**src/rtl/colgen_pkg.sv**
```systemverilog
package colgen_pkg;
  localparam logic [2:0] BL_ONE  = 3'b000;
  localparam logic [2:0] BL_TWO  = 3'b001;
  localparam logic [2:0] BL_FOUR = 3'b010;
  localparam logic [2:0] BL_EIGHT = 3'b011;
  localparam logic [2:0] BL_PAGE = 3'b111;

  typedef enum logic {ORD_SEQ = 1'b0, ORD_ILV = 1'b1} order_e;
endpackage

```
**src/rtl/colgen_decode.sv**
```systemverilog
module colgen_decode
  import colgen_pkg::*;
#(
  parameter int COL_W = 8
) (
  input  logic [2:0]       blen_i,
  input  logic             btype_i,
  input  logic             single_i,
  output logic             legal_o,
  output logic             page_o,
  output order_e           ord_o,
  output logic [COL_W-1:0] mask_o
);
  localparam logic [COL_W-1:0] ALL_ONES = '1;

  logic [COL_W-1:0] raw_mask;
  logic             raw_page;
  logic             code_ok;

  always_comb begin
    raw_mask = '0;
    raw_page = 1'b0;
    code_ok  = 1'b1;
    unique case (blen_i)
      BL_ONE:   raw_mask = '0;
      BL_TWO:   raw_mask = COL_W'(1);
      BL_FOUR:  raw_mask = COL_W'(3);
      BL_EIGHT: raw_mask = COL_W'(7);
      BL_PAGE: begin
        raw_mask = ALL_ONES;
        raw_page = 1'b1;
      end
      default:  code_ok = 1'b0;
    endcase
  end

  // interleave only legal for 4 and 8; ignored for length 1
  assign legal_o = code_ok &&
                   !(btype_i && (blen_i == BL_TWO || blen_i == BL_PAGE));
  assign mask_o  = single_i ? '0 : raw_mask;
  assign page_o  = single_i ? 1'b0 : raw_page;
  assign ord_o   = (btype_i && mask_o != '0) ? ORD_ILV : ORD_SEQ;
endmodule

```
**src/rtl/colgen_seq.sv**
```systemverilog
module colgen_seq
  import colgen_pkg::*;
#(
  parameter int COL_W = 8
) (
  input  logic             clk_i,
  input  logic             rst_ni,
  input  logic             start_i,
  input  logic             term_i,
  input  logic             legal_i,
  input  logic             page_i,
  input  order_e           ord_i,
  input  logic [COL_W-1:0] mask_i,
  input  logic [COL_W-1:0] col_i,
  output logic             active_o,
  output logic             last_o,
  output logic             err_o,
  output logic             page_o,
  output order_e           ord_o,
  output logic [COL_W-1:0] base_o,
  output logic [COL_W-1:0] beat_o,
  output logic [COL_W-1:0] mask_o
);
  assign last_o = active_o && !page_o && (beat_o == mask_o);

  always_ff @(posedge clk_i or negedge rst_ni) begin
    if (!rst_ni) begin
      active_o <= 1'b0;
      err_o    <= 1'b0;
      page_o   <= 1'b0;
      ord_o    <= ORD_SEQ;
      base_o   <= '0;
      beat_o   <= '0;
      mask_o   <= '0;
    end else if (start_i) begin
      active_o <= legal_i;
      err_o    <= !legal_i;
      page_o   <= page_i;
      ord_o    <= ord_i;
      base_o   <= col_i;
      beat_o   <= '0;
      mask_o   <= mask_i;
    end else if (active_o) begin
      if (term_i || last_o) active_o <= 1'b0;
      else                  beat_o   <= beat_o + 1'b1;
    end
  end
endmodule

```
**src/rtl/colgen_addr.sv**
```systemverilog
module colgen_addr
  import colgen_pkg::*;
#(
  parameter int COL_W = 8
) (
  input  logic [COL_W-1:0] base_i,
  input  logic [COL_W-1:0] beat_i,
  input  logic [COL_W-1:0] mask_i,
  input  order_e           ord_i,
  output logic [COL_W-1:0] col_o
);
  logic [COL_W-1:0] offs;

  assign offs = (ord_i == ORD_ILV) ? (base_i ^ beat_i) : (base_i + beat_i);

  // bits under the mask walk, bits above it hold the block
  for (genvar i = 0; i < COL_W; i++) begin : g_bit
    assign col_o[i] = mask_i[i] ? offs[i] : base_i[i];
  end
endmodule

```
**src/rtl/sdram_burst_colgen.sv**
```systemverilog
module sdram_burst_colgen
  import colgen_pkg::*;
#(
  parameter int COL_W = 8
) (
  input  logic             clk_i,
  input  logic             rst_ni,
  input  logic             start_i,
  input  logic             term_i,
  input  logic             is_write_i,
  input  logic [COL_W-1:0] col_i,
  input  logic [2:0]       blen_i,
  input  logic             btype_i,
  input  logic             wr_single_i,
  output logic [COL_W-1:0] col_o,
  output logic             valid_o,
  output logic             last_o,
  output logic             err_o
);
  logic             dec_legal;
  logic             dec_page;
  order_e           dec_ord;
  logic [COL_W-1:0] dec_mask;

  logic             page_q;
  order_e           ord_q;
  logic [COL_W-1:0] base_q;
  logic [COL_W-1:0] beat_q;
  logic [COL_W-1:0] mask_q;

  colgen_decode #(.COL_W(COL_W)) u_dec (
    .blen_i   (blen_i),
    .btype_i  (btype_i),
    .single_i (is_write_i && wr_single_i),
    .legal_o  (dec_legal),
    .page_o   (dec_page),
    .ord_o    (dec_ord),
    .mask_o   (dec_mask)
  );

  colgen_seq #(.COL_W(COL_W)) u_seq (
    .clk_i    (clk_i),
    .rst_ni   (rst_ni),
    .start_i  (start_i),
    .term_i   (term_i),
    .legal_i  (dec_legal),
    .page_i   (dec_page),
    .ord_i    (dec_ord),
    .mask_i   (dec_mask),
    .col_i    (col_i),
    .active_o (valid_o),
    .last_o   (last_o),
    .err_o    (err_o),
    .page_o   (page_q),
    .ord_o    (ord_q),
    .base_o   (base_q),
    .beat_o   (beat_q),
    .mask_o   (mask_q)
  );

  colgen_addr #(.COL_W(COL_W)) u_addr (
    .base_i (base_q),
    .beat_i (beat_q),
    .mask_i (mask_q),
    .ord_i  (ord_q),
    .col_o  (col_o)
  );
endmodule

```
**config.mk**
```make
export PLATFORM = sky130hd
export DESIGN_NAME = sdram_burst_colgen
export DESIGN_NICKNAME = d
export VERILOG_FILES = /design/src/rtl/colgen_pkg.sv /design/src/rtl/colgen_decode.sv /design/src/rtl/colgen_seq.sv /design/src/rtl/colgen_addr.sv /design/src/rtl/sdram_burst_colgen.sv
export SDC_FILE = /design/constraint.sdc
export NUM_CORES = 1
export LEC_CHECK = 0
export BUFFER_PORTS_ARGS = -buffer_cell sky130_fd_sc_hd__buf_2
export CAP_MARGIN = 5
export CORE_MARGIN = 2
export CORE_UTILIZATION = 40
export CTS_CLUSTER_DIAMETER = 150
export DETAILED_ROUTE_END_ITERATION = 16
export PLACE_DENSITY = 0.6
export SLEW_MARGIN = 20
export SYNTH_ARGS = -nofsm -noshare
export SYNTH_HDL_FRONTEND = slang
export SYNTH_SLANG_ARGS = --single-unit
```
**constraint.sdc**
```tcl
create_clock -name clk_i -period 1.74 [get_ports clk_i]
set_input_delay 0.087 -clock clk_i [delete_from_list [all_inputs] [get_ports clk_i]]
set_output_delay 0.087 -clock clk_i [all_outputs]
set_load 0.005 [all_outputs]
```
==> key figures <==
Route
  – Detailed-route wire length per cell: ~14 um
  – Vias: 1449
  – TritonRoute pass-1 iters: 4
  – Post-DRT Antenna Nets: 0
  – Post-route DRC violation count: 0
  – Drt total wl: approximately 4100 um
  – Initial DRC Count: 39
  – Vias per cell: 5.14

Placement
  – Place WS: -130 ps
  – Final GP Congestion: ~0.84
  – Placed cells: 270
  – Post-DP HPWL: approximately 2800 um
  – Input/output buffers: 28

Worst setup path
  – CP Data Required Time: 1650 ps
  – Reg2reg start: u_seq.beat_o[2]$_DFFE_PN0P_
  – FF-to-FF End: u_seq.beat_o[4]$_DFFE_PN0P_
  – CP Launch Type: register
  – Crit-path max cell delay: approximately 420 ps
  – Worst setup EP type: output pin
  – Setup crit end: col_o[7]
  – Max Fanout on Critical Path: 3
  – Setup CP Type: register to output pin
  – Crit path cell chain: ha_4 -> a2111oi_4 -> o21ai_1 -> nand2_1 -> mux2i_1 -> xor2_1 -> buf_2
  – Critical path origin: u_seq.beat_o[6]$_DFFE_PN0P_
  – Worst path slowest cell: dfrtp_1
  – Worst R2R Path Depth: 8
  – CP Data Arrival Time: 1960 ps
  – Reg-to-reg slack, setup: -70 ps

GRT
  – Overflow after GRT: 0
  – GR Util All Layers: about a fifth
  – Antenna violations before repair: 0
  – Vias in the first global route: around 1400
  – Largest net degree at the start of global routing: 25
  – First-pass GRT wire length: ~6500 um

Finish
  – Post-layout util: roughly 64%
  – Fillers: 313
  – Fin nets: roughly 260
  – Total area of sequential cells: roughly 600 um^2
  – ANT cells: 0
  – Non-Filler Instances: 282
  – Area delta synth->final: 51.4%
  – Area occupied by multi-input gates: about 1200 um^2
  – Share of cells above drive strength 1: between 50% and 60%

Clock network
  – Worst-path clk slew: 90 ps
  – CTS tree: yes
  – CTS root buf: clkbuf_8
  – H-tree levels: 1
  – Clock Sinks: 24
  – Clk buf depth: 2
  – CTS buffer count: 3
  – Skew-Pair Late Insertion Delay: between 200 and 300 ps

Pwr
  – Worst VDD drop: roughly 0.42 mV
  – Cell area power density: roughly 630 nW/um^2
  – Pleak: ~1.1 nW

Timing
  – Least-Margin Pin Slew: approximately 560 ps
  – RSZ-0062 raised after global routing: yes
  – Max-slew headroom: a little over three fifths
  – Fmax: approximately 490 MHz
  – Tcrit/Tclk final: 118%
  – Layout Skew: 4.86 ps
  – Tmin final: between 2000 and 2500 ps
  – Final Hold Viols: 0
  – Setup ws final: -310 ps
  – Hold WS: between 20 and 30 ps
  – Final setup viols: 12
  – Slew Viols, Final: 0

Die
  – Std cell rows: 22
  – Starting Density: 42.4%
  – Die W: between 60 and 70 um
  – Area of the core: ~3700 um^2
  – Die ar.: roughly 4500 um^2
  – Die Ht: 67.0 um
  – I/O pin count: 29

Run
  – Max Cap Violations: 0

Outcome
  – Status: complete, but fails checks
  – Failing checks: negative setup slack

Yosys
  – Mean Syn Cell Area: around 9.4 um^2
  – Synth Cell Area: roughly 1600 um^2
  – Register area share after synthesis: 37.8%
  – Post-synthesis cell type count: 42
  – Seq cells post-synth: 24
  – Gate Count Post-Synth: between 150 and 200
  – Syn nets: around 200
  – Number of synthesized flops with an enable pin: 0
  – Top FF cell, synth: dfrtp_1
  – Post-synth ARST share: 100%
  – YS warnings: 0

Min path
  – HP Class: input pin to register
[where the power goes]
group	total [mW]	internal [mW]	switching, mW
registers	0.634	0.596	0.0385
logic	0.488	0.267	0.221
clock network	0.381	0.202	0.179
total	1.50	1.06	0.439
[through the flow]
| stage | setup TNS [ps] | area (um^2) | total power, mW |
|---|---|---|---|
| after floorplan | 0 | 1600 | 0.829 |
| after global placement | -348 | 2000 | 0.989 |
| after detailed placement | -560 | 2000 | 0.998 |
| after CTS | -1340 | 2240 | 1.44 |
| after global routing | -2620 | 2400 | 1.61 |
| final | -1350 | 2400 | 1.50 |
[layout make-up]
class	instances	area share, %
repair buffers	66	19.0
multi-input cells	128	49.3
clock buffers	4	2.29
well taps	48	2.50
inverters	12	1.87
flip-flops and latches	24	25.0
[flip-flops by register name, indices dropped and copies added (netlist names)]
name / cells
u_seq.ord_o: 1
u_seq.beat_o: 8
u_seq.err_o: 1
u_seq.base_o: 8
u_seq.page_o: 1
u_seq.active_o: 1
u_seq.mask_o: 4
[cells in the mapped netlist (2+ instances only)]
library cell / n / area, um^2
a21oi_1: 12 / 60.1
clkbuf_1: 3 / 11.3
nand3b_1: 2 / 15.0
xnor2_1: 8 / 70.1
nand3_1: 5 / 25.0
xor2_1: 4 / 35.0
mux2i_1: 2 / 20.0
nor2b_1: 4 / 25.0
nor4_1: 2 / 12.5
nor2_1: 16 / 60.1
mux2_2: 10 / 113
dfrtp_1: 24 / 601
inv_1: 12 / 45.0
and3_2: 2 / 15.0
nor3_1: 3 / 15.0
ha_1: 8 / 100
a2111oi_0: 2 / 17.5
nand2_1: 10 / 37.5
and3_1: 2 / 12.5
nand4_1: 3 / 18.8
o21ai_0: 14 / 70.1
[worst min path at each step]
stage	startpoint	end	cells past startpoint
CTS	col_i[1]	u_seq.base_o[1]$_DFFE_PN0P_	3
detailed placement	rst_ni	u_seq.base_o[2]$_DFFE_PN0P_	1
finish	col_i[1]	u_seq.base_o[1]$_DFFE_PN0P_	3
global route	col_i[2]	u_seq.base_o[2]$_DFFE_PN0P_	2
global placement	rst_ni	u_seq.base_o[2]$_DFFE_PN0P_	1
floorplan	rst_ni	u_seq.active_o$_DFF_PN0_	0
[repair_timing]
item / in CTS / in global routing
pin swaps: 23 / 11
setup endpoints to repair: 12 / 14
hold buffers: 1 / 0
endpoints found under the hold margin: 24 / 0
resized for setup: 31 / 30
buffers inserted: 6 / 3
[logic make-up after synthesis]
| family | Yosys count | synth area share (%) |
|---|---|---|
| and+or+nand+nor | 54 | 18.0 |
| AOI/OAI and AO/OA | 39 | 15.8 |
| muxes | 13 | 9.30 |
| DFF | 24 | 37.8 |
| xor gates and xnor gates | 12 | 6.62 |
| buffers and inverters | 17 | 4.26 |
| adders and majority gates | 10 | 8.20 |
[worst max-delay path, delay by kind of cell (launching register included)]
kind,cells,cell delay [ps]
DFF,1,420
AOI/OAI and AO/OA,2,410
adders and majority gates,1,280
muxes,1,230
xor gates and xnor gates,1,150
buffers and inverters,1,120
and+or+nand+nor,1,110
[placed cells by master (no fill, tap or decap), types with 3 or more instances in the layout]
cell type,n
o21ai_2,3
buf_4,31
nand4_1,3
inv_1,10
nand3_1,3
a21oi_1,5
xnor2_1,6
o21ai_0,7
buf_6,7
nor2b_1,3
a21oi_2,7
o21ai_1,3
clkbuf_8,4
ha_4,4
dfrtp_1,23
mux2_2,9
buf_2,27
nor2_1,15
nand2_1,10
[metal layers]
metal  routed length (um)  GRT usage [%]  vias up
met4                   23           4.59        0
li1                     -              -      725
met3                   74           2.03        2
met1                 1800           23.5      704
met5                    0              0        -
met2                 2160           35.3       18
Note: power is estimated with default switching activity, not from simulation.
